--- src/rtl/mc_phase_pkg.sv ---
`timescale 1ns/1ps
// Shared constants and types for the multicycle phase controller.
// Assumes a 32-bit instruction with a 6-bit opcode and 6-bit function field.
package mc_phase_pkg;
    localparam int OP_W   = 6;
    localparam int FN_W   = 6;
    localparam int AOP_W  = 2;
    localparam int ALUC_W = 3;
    localparam int SEL_W  = 2;

    localparam logic [OP_W-1:0] OPC_REG   = 6'h00;
    localparam logic [OP_W-1:0] OPC_LOAD  = 6'h23;
    localparam logic [OP_W-1:0] OPC_STORE = 6'h2B;
    localparam logic [OP_W-1:0] OPC_BEQ   = 6'h04;
    localparam logic [OP_W-1:0] OPC_JUMP  = 6'h02;

    localparam logic [FN_W-1:0] FN_ADD = 6'h20;
    localparam logic [FN_W-1:0] FN_SUB = 6'h22;
    localparam logic [FN_W-1:0] FN_AND = 6'h24;
    localparam logic [FN_W-1:0] FN_OR  = 6'h25;
    localparam logic [FN_W-1:0] FN_SLT = 6'h2A;

    localparam logic [ALUC_W-1:0] ALU_AND = 3'b000;
    localparam logic [ALUC_W-1:0] ALU_OR  = 3'b001;
    localparam logic [ALUC_W-1:0] ALU_ADD = 3'b010;
    localparam logic [ALUC_W-1:0] ALU_SUB = 3'b110;
    localparam logic [ALUC_W-1:0] ALU_SLT = 3'b111;

    localparam logic [AOP_W-1:0] AOP_ADD  = 2'b00;
    localparam logic [AOP_W-1:0] AOP_SUB  = 2'b01;
    localparam logic [AOP_W-1:0] AOP_FUNC = 2'b10;

    localparam logic [SEL_W-1:0] BSEL_REG    = 2'b00;
    localparam logic [SEL_W-1:0] BSEL_FOUR   = 2'b01;
    localparam logic [SEL_W-1:0] BSEL_IMM    = 2'b10;
    localparam logic [SEL_W-1:0] BSEL_IMM_SH = 2'b11;

    localparam logic [SEL_W-1:0] PCS_ALU    = 2'b00;
    localparam logic [SEL_W-1:0] PCS_ALUOUT = 2'b01;
    localparam logic [SEL_W-1:0] PCS_JUMP   = 2'b10;

    typedef enum logic [3:0] {
        PH_FETCH, PH_DECODE, PH_ADDR, PH_LD_MEM, PH_LD_WB,
        PH_ST_MEM, PH_R_EXE, PH_R_WB, PH_BRANCH, PH_JUMP
    } phase_t;

    typedef struct packed {
        logic             pc_wr;
        logic             pc_wr_cond;
        logic             addr_sel;
        logic             mem_rd;
        logic             mem_wr;
        logic             ir_wr;
        logic             rf_wr;
        logic             dst_sel;
        logic             m2r_sel;
        logic             alu_a_sel;
        logic [SEL_W-1:0] alu_b_sel;
        logic [SEL_W-1:0] pc_src;
        logic [AOP_W-1:0] alu_op;
    } strobes_t;
endpackage

--- src/rtl/mc_phase_fsm.sv ---
`timescale 1ns/1ps
// Phase register and next-phase logic.
// Assumes opcode is stable from the decode phase to the end of the instruction.
module mc_phase_fsm
    import mc_phase_pkg::*;
(
    input  logic            clk,
    input  logic            rst_n,
    input  logic [OP_W-1:0] opcode,
    output phase_t          phase
);
    phase_t phase_nxt;

    // Choose the following phase from the current one and the opcode.
    always_comb begin
        phase_nxt = PH_FETCH;
        case (phase)
            PH_FETCH:  phase_nxt = PH_DECODE;
            PH_DECODE: begin
                case (opcode)
                    OPC_REG:             phase_nxt = PH_R_EXE;
                    OPC_LOAD, OPC_STORE: phase_nxt = PH_ADDR;
                    OPC_BEQ:             phase_nxt = PH_BRANCH;
                    OPC_JUMP:            phase_nxt = PH_JUMP;
                    default:             phase_nxt = PH_FETCH;
                endcase
            end
            PH_ADDR: begin
                if (opcode == OPC_LOAD)       phase_nxt = PH_LD_MEM;
                else if (opcode == OPC_STORE) phase_nxt = PH_ST_MEM;
                else                          phase_nxt = PH_FETCH;
            end
            PH_LD_MEM: phase_nxt = PH_LD_WB;
            PH_R_EXE:  phase_nxt = PH_R_WB;
            default:   phase_nxt = PH_FETCH;
        endcase
    end

    // Hold the phase; synchronous reset returns to fetch.
    always_ff @(posedge clk) begin
        if (!rst_n) phase <= PH_FETCH;
        else        phase <= phase_nxt;
    end

    AST_DECODE_AFTER_FETCH: assert property (@(posedge clk) disable iff (!rst_n)
        phase == PH_FETCH |=> phase == PH_DECODE);
    AST_LOAD_WB_FOLLOWS: assert property (@(posedge clk) disable iff (!rst_n)
        phase == PH_LD_MEM |=> phase == PH_LD_WB);
    AST_REG_WB_FOLLOWS: assert property (@(posedge clk) disable iff (!rst_n)
        phase == PH_R_EXE |=> phase == PH_R_WB);
    AST_UNKNOWN_REFETCH: assert property (@(posedge clk) disable iff (!rst_n)
        (phase == PH_DECODE && opcode != OPC_REG && opcode != OPC_LOAD &&
         opcode != OPC_STORE && opcode != OPC_BEQ && opcode != OPC_JUMP)
        |=> phase == PH_FETCH);
endmodule

--- src/rtl/mc_strobe_gen.sv ---
`timescale 1ns/1ps
// Moore output decode: maps each phase to its datapath strobes and ALU intent.
// Assumes strobes not named in a phase are inactive (0) in that phase.
module mc_strobe_gen
    import mc_phase_pkg::*;
(
    input  phase_t   phase,
    output strobes_t strb
);
    // Drive the strobe set for the current phase.
    always_comb begin
        strb = '0;
        strb.alu_op = AOP_ADD;
        case (phase)
            PH_FETCH: begin
                strb.mem_rd    = 1'b1;
                strb.ir_wr     = 1'b1;
                strb.pc_wr     = 1'b1;
                strb.alu_b_sel = BSEL_FOUR;
                strb.pc_src    = PCS_ALU;
            end
            PH_DECODE: strb.alu_b_sel = BSEL_IMM_SH;
            PH_ADDR: begin
                strb.alu_a_sel = 1'b1;
                strb.alu_b_sel = BSEL_IMM;
            end
            PH_LD_MEM: begin
                strb.mem_rd   = 1'b1;
                strb.addr_sel = 1'b1;
            end
            PH_LD_WB: begin
                strb.rf_wr   = 1'b1;
                strb.m2r_sel = 1'b1;
            end
            PH_ST_MEM: begin
                strb.mem_wr   = 1'b1;
                strb.addr_sel = 1'b1;
            end
            PH_R_EXE: begin
                strb.alu_a_sel = 1'b1;
                strb.alu_b_sel = BSEL_REG;
                strb.alu_op    = AOP_FUNC;
            end
            PH_R_WB: begin
                strb.rf_wr   = 1'b1;
                strb.dst_sel = 1'b1;
            end
            PH_BRANCH: begin
                strb.alu_a_sel  = 1'b1;
                strb.alu_b_sel  = BSEL_REG;
                strb.alu_op     = AOP_SUB;
                strb.pc_wr_cond = 1'b1;
                strb.pc_src     = PCS_ALUOUT;
            end
            PH_JUMP: begin
                strb.pc_wr  = 1'b1;
                strb.pc_src = PCS_JUMP;
            end
            default: strb = '0;
        endcase
    end
endmodule

--- src/rtl/mc_alu_decode.sv ---
`timescale 1ns/1ps
// Secondary ALU decode: combines the 2-bit intent with the function field.
// Assumes unknown function codes fall back to add.
module mc_alu_decode
    import mc_phase_pkg::*;
(
    input  logic [AOP_W-1:0]  alu_op,
    input  logic [FN_W-1:0]   funct,
    output logic [ALUC_W-1:0] alu_ctl
);
    // Resolve the ALU operation code from the intent and function field.
    always_comb begin
        case (alu_op)
            AOP_ADD: alu_ctl = ALU_ADD;
            AOP_SUB: alu_ctl = ALU_SUB;
            default: begin
                case (funct)
                    FN_SUB:  alu_ctl = ALU_SUB;
                    FN_AND:  alu_ctl = ALU_AND;
                    FN_OR:   alu_ctl = ALU_OR;
                    FN_SLT:  alu_ctl = ALU_SLT;
                    default: alu_ctl = ALU_ADD;
                endcase
            end
        endcase
    end
endmodule

--- src/rtl/mc_phase_ctrl.sv ---
`timescale 1ns/1ps
// Top of the multicycle controller: phase FSM, strobe decode and ALU decode.
// Assumes opcode/funct come from the instruction register loaded in fetch.
module mc_phase_ctrl
    import mc_phase_pkg::*;
(
    input  logic              clk,
    input  logic              rst_n,
    input  logic [OP_W-1:0]   opcode,
    input  logic [FN_W-1:0]   funct,
    output logic              pc_wr,
    output logic              pc_wr_cond,
    output logic              addr_sel,
    output logic              mem_rd,
    output logic              mem_wr,
    output logic              ir_wr,
    output logic              rf_wr,
    output logic              dst_sel,
    output logic              m2r_sel,
    output logic              alu_a_sel,
    output logic [SEL_W-1:0]  alu_b_sel,
    output logic [SEL_W-1:0]  pc_src,
    output logic [ALUC_W-1:0] alu_ctl
);
    phase_t   phase;
    strobes_t strb;

    mc_phase_fsm u_fsm (
        .clk    (clk),
        .rst_n  (rst_n),
        .opcode (opcode),
        .phase  (phase)
    );

    mc_strobe_gen u_strb (
        .phase (phase),
        .strb  (strb)
    );

    mc_alu_decode u_alu (
        .alu_op  (strb.alu_op),
        .funct   (funct),
        .alu_ctl (alu_ctl)
    );

    // Fan the strobe bundle out to the ports.
    always_comb begin
        pc_wr      = strb.pc_wr;
        pc_wr_cond = strb.pc_wr_cond;
        addr_sel   = strb.addr_sel;
        mem_rd     = strb.mem_rd;
        mem_wr     = strb.mem_wr;
        ir_wr      = strb.ir_wr;
        rf_wr      = strb.rf_wr;
        dst_sel    = strb.dst_sel;
        m2r_sel    = strb.m2r_sel;
        alu_a_sel  = strb.alu_a_sel;
        alu_b_sel  = strb.alu_b_sel;
        pc_src     = strb.pc_src;
    end

    AST_RESET_TO_FETCH: assert property (@(posedge clk)
        !rst_n |=> (ir_wr && mem_rd && pc_wr && !addr_sel));
    AST_MEM_EXCLUSIVE: assert property (@(posedge clk) disable iff (!rst_n)
        !(mem_rd && mem_wr));
    AST_PC_WRITE_EXCLUSIVE: assert property (@(posedge clk) disable iff (!rst_n)
        !(pc_wr && pc_wr_cond));
    AST_BRANCH_SUBTRACTS: assert property (@(posedge clk) disable iff (!rst_n)
        pc_wr_cond |-> (alu_ctl == ALU_SUB && pc_src == PCS_ALUOUT));
    AST_RD_WB_AFTER_EXEC: assert property (@(posedge clk) disable iff (!rst_n)
        (rf_wr && dst_sel) |-> $past(alu_a_sel && alu_b_sel == BSEL_REG));
    AST_STORE_AFTER_ADDR: assert property (@(posedge clk) disable iff (!rst_n)
        mem_wr |-> $past(alu_b_sel == BSEL_IMM));
endmodule

--- config.mk ---
export PLATFORM = sky130hd
export DESIGN_NAME = mc_phase_ctrl
export DESIGN_NICKNAME = d
export VERILOG_FILES = /design/src/rtl/mc_phase_pkg.sv /design/src/rtl/mc_phase_fsm.sv /design/src/rtl/mc_strobe_gen.sv /design/src/rtl/mc_alu_decode.sv /design/src/rtl/mc_phase_ctrl.sv
export SDC_FILE = /design/constraint.sdc
export NUM_CORES = 1
export LEC_CHECK = 0
export ABC_AREA = 1
export BUFFER_PORTS_ARGS = -buffer_cell sky130_fd_sc_hd__buf_4
export CAP_MARGIN = 20
export CORE_AREA = 4 4 41 43
export CTS_BUF_LIST = sky130_fd_sc_hd__clkbuf_16
export DETAILED_ROUTE_END_ITERATION = 8
export DIE_AREA = 0 0 45 47
export PLACE_DENSITY_LB_ADDON = 0.15
export SETUP_SLACK_MARGIN = 0.5
export SLEW_MARGIN = 20
export SYNTH_ARGS = -nofsm -noshare
export SYNTH_HDL_FRONTEND = slang
export SYNTH_SLANG_ARGS = --single-unit
--- constraint.sdc ---
create_clock -name clk -period 1.2 [get_ports clk]
set_input_delay 0.24 -clock clk [delete_from_list [all_inputs] [get_ports clk]]
set_output_delay 0.24 -clock clk [all_outputs]
set_load 0.02 [all_outputs]
==> results.cfg <==
[timing]
fmax_mhz = 644
tightest_slew_ps = 404
slew_viol_final = 0
setup_ws_ps = -352
grt_setup_unrepaired = true
finalSetupViolCount = 21
finalSetupTns_ps = -5390
slew_headroom_pct = 72.8
finalCriticalPeriod_ps = 1550
skew_ps = 0.482
fin_crit_sh_pct = 129
hold_viol = 0

[detailed_routing]
drc = 0
num_vias = 946
finalWirelength_um = 3140
ant_nets = 0
wl_per_cell_um = 19.6
viasPerCell = 5.91
first_pass_iters = 5
drt-initial-drc-count = 46

[final_layout]
layout-drive-gt1-share_pct = 69.7
final_common_cell = buf_4
largest_reg_flops = 4
syn2layout_area_growth_pct = 159
final.fill_count = 36
antennaDiodeCount = 0
top_register = u_fsm.phase
multi_input_area_um2 = 495
top_regs = u_fsm.phase: 4 flops
utilization_pct = 95.8
finalNetCount = 161
mostFrequentLayoutCells = 30 x buf_4, 22 x buf_6, 12 x nor2_1
final-seq-area_um2 = 90.1

[synth]
synthAdderAreaFrac_pct = 0
syn_area_um2 = 480
synth-simple-area-share_pct = 58.9
yosysSeqAreaShare_pct = 16.7
syn_avg_cell_area_um2 = 5.34
synth_xor_area_share_pct = 0
netlist_instances = 90
synth_mux_area_share_pct = 0
syn_nets = 104
synth_top_family_by_area = simple AND/OR/NAND/NOR gates
ys_seq_elements = 4
synth_compound_area_share_pct = 8.07
synth_warnings = 0
ys_types = 21

[floorplanning]
num_rows = 13
dieArea_mm2 = 0.00212
die_h_um = 47
initial_core_util_pct = 36.9
fp.dieW_um = 45
design.core.area_mm2 = 0.00130
pin_count = 31

[clock_network]
insertion_delay_ps = 220
cts_made_buffers = 3
cts_tree = built
holdBufCountCts = 0
clockBufferDepth = 2
clk_pin_slew_worst_paths_ps = 30
cts.htree.levels = 1
clockRootBuffer = clkbuf_16
cts_sinks = 4

[status]
failed_checks = setup timing
outcome = finished, violations left

[pwr]
power_density_mw_per_mm2 = 756
swShare_pct = 27.2
p_comb_share_pct = 29.0
pwr-share-seq_pct = 14.8
vdd_drop_max_uv = 958
p_clk_share_pct = 56.2
internal_power_mw = 0.686
p_leak_nw = 0.614
p_switching_mw = 0.256

[min_path]
hp-class = in -> reg
holdCritStartpoint = rst_n
min_to = u_fsm.phase[1]
holdPathStages = 3

[critical_path]
path_class = reg -> out
start_kind = flop
crit_path_end_kind = output port
r2r-end = u_fsm.phase[0]
rrSetupSlack_ps = -300
cp.arrival_ps = 1310
r2r_start = u_fsm.phase[3]
crit_fanout = 3
slowest_stage = dfxtp_2
crit_chain = inv_4, or2_4, nor2_4, inv_2, nand2_4, buf_6
reg2reg_depth = 10
required_ps = 960
cp_slowest_stage_delay_ps = 350

[global_route]
grt_max_degree = 7
grt_pass1_wl_um = 3540
grt_antenna_before_repair = 0
grt_usage_pct = 23.7
overflow = 0
grt_pass1_vias = 801

[placement]
dp_hpwl_um = 1350
place_congestion = 0.829
portBuffers = 30

[flow_run]
cap_violations = 0
-- stage by stage --
step           instance area [µm²]  hold slack [ps]  power, mW  cells  worst slack (ps)
2_1_floorplan                  562              338      0.237     90             -36.6
3_3_place_gp                   918              454      0.336    150             -63.3
3_5_place_dp                   918              458      0.341    150             -85.8
4_1_cts                       1160              237      0.903    157              -309
5_1_grt                       1250              268      0.970    160              -385
6_report                      1250              268      0.942    160              -352
-- kinds of logic after synthesis --
family / after synthesis
AO/OA/AOI/OAI: 7
flip-flops: 4
AND/OR/NAND/NOR: 59
buffers and inverters: 20
-- cell usage after synthesis --
cell type / instances / area share (%)
nor2_2: 2 / 2.6
a21oi_1: 3 / 3.1
a21boi_0: 1 / 1.6
nor2_4: 2 / 4.7
inv_1: 17 / 13
buf_4: 1 / 1.6
nand4_1: 2 / 2.6
nor2_1: 19 / 15
nand2b_1: 1 / 1.3
or2_2: 1 / 1.3
nand3_1: 9 / 9.4
nor3_1: 1 / 1.0
o21ai_0: 2 / 2.1
o22ai_1: 1 / 1.3
dfxtp_1: 4 / 17
nand2_1: 18 / 14
nand3_2: 1 / 2.1
inv_2: 2 / 1.6
or2_1: 1 / 1.3
nand2_4: 1 / 2.3
nand2_2: 1 / 1.3
-- power groups by stage --
| stage | sequential [mW] | combinational, mW | clock [mW] |
|---|---|---|---|
| 5_1_grt | 0.140 | 0.284 | 0.547 |
| 2_1_floorplan | 0.145 | 0.0916 | 0 |
| 6_report | 0.140 | 0.273 | 0.530 |
| 3_5_place_dp | 0.144 | 0.197 | 0 |
| 3_3_place_gp | 0.144 | 0.192 | 0 |
| 4_1_cts | 0.138 | 0.233 | 0.532 |
-- worst max path at each step --
stage / cells past startpoint / startpoint / slack [ps] / to
after floorplan: 5 / u_fsm.phase[3] / -40 / alu_ctl[0]
after global placement: 7 / funct[1] / -60 / alu_ctl[0]
after detailed placement: 7 / funct[1] / -90 / alu_ctl[0]
after CTS: 6 / u_fsm.phase[0] / -310 / alu_ctl[0]
after global routing: 6 / u_fsm.phase[3] / -380 / alu_ctl[2]
final: 6 / u_fsm.phase[3] / -350 / alu_ctl[2]
-- cell type report --
type                    count  share of cell area [%]
multi-input cells          66                    39.8
repair buffers             53                    39.2
flip-flops and latches      4                    7.23
inverters                  19                    6.33
clock buffers               3                    6.02
well taps                  15                    1.51
-- layer usage --
layer	share of wire, %	global-route usage, %	wire length, µm
met1	35	23.2	1120
met2	51	45.5	1590
met5	0	0	0
met3	9.6	4.98	302
met4	4.4	14.0	137
-- critical path, delay by kind of cell (launching register included) --
kind	cells	cell delay, ps
buf+inv	3	260
flops	1	350
simple gates	3	480
-- timing repair --
item	CTS	global route
setup endpoints to repair	21	21
pin swaps	6	12
gates resized for setup	36	20
setup buffers	4	3
Note: power is estimated with default switching activity, not from simulation.
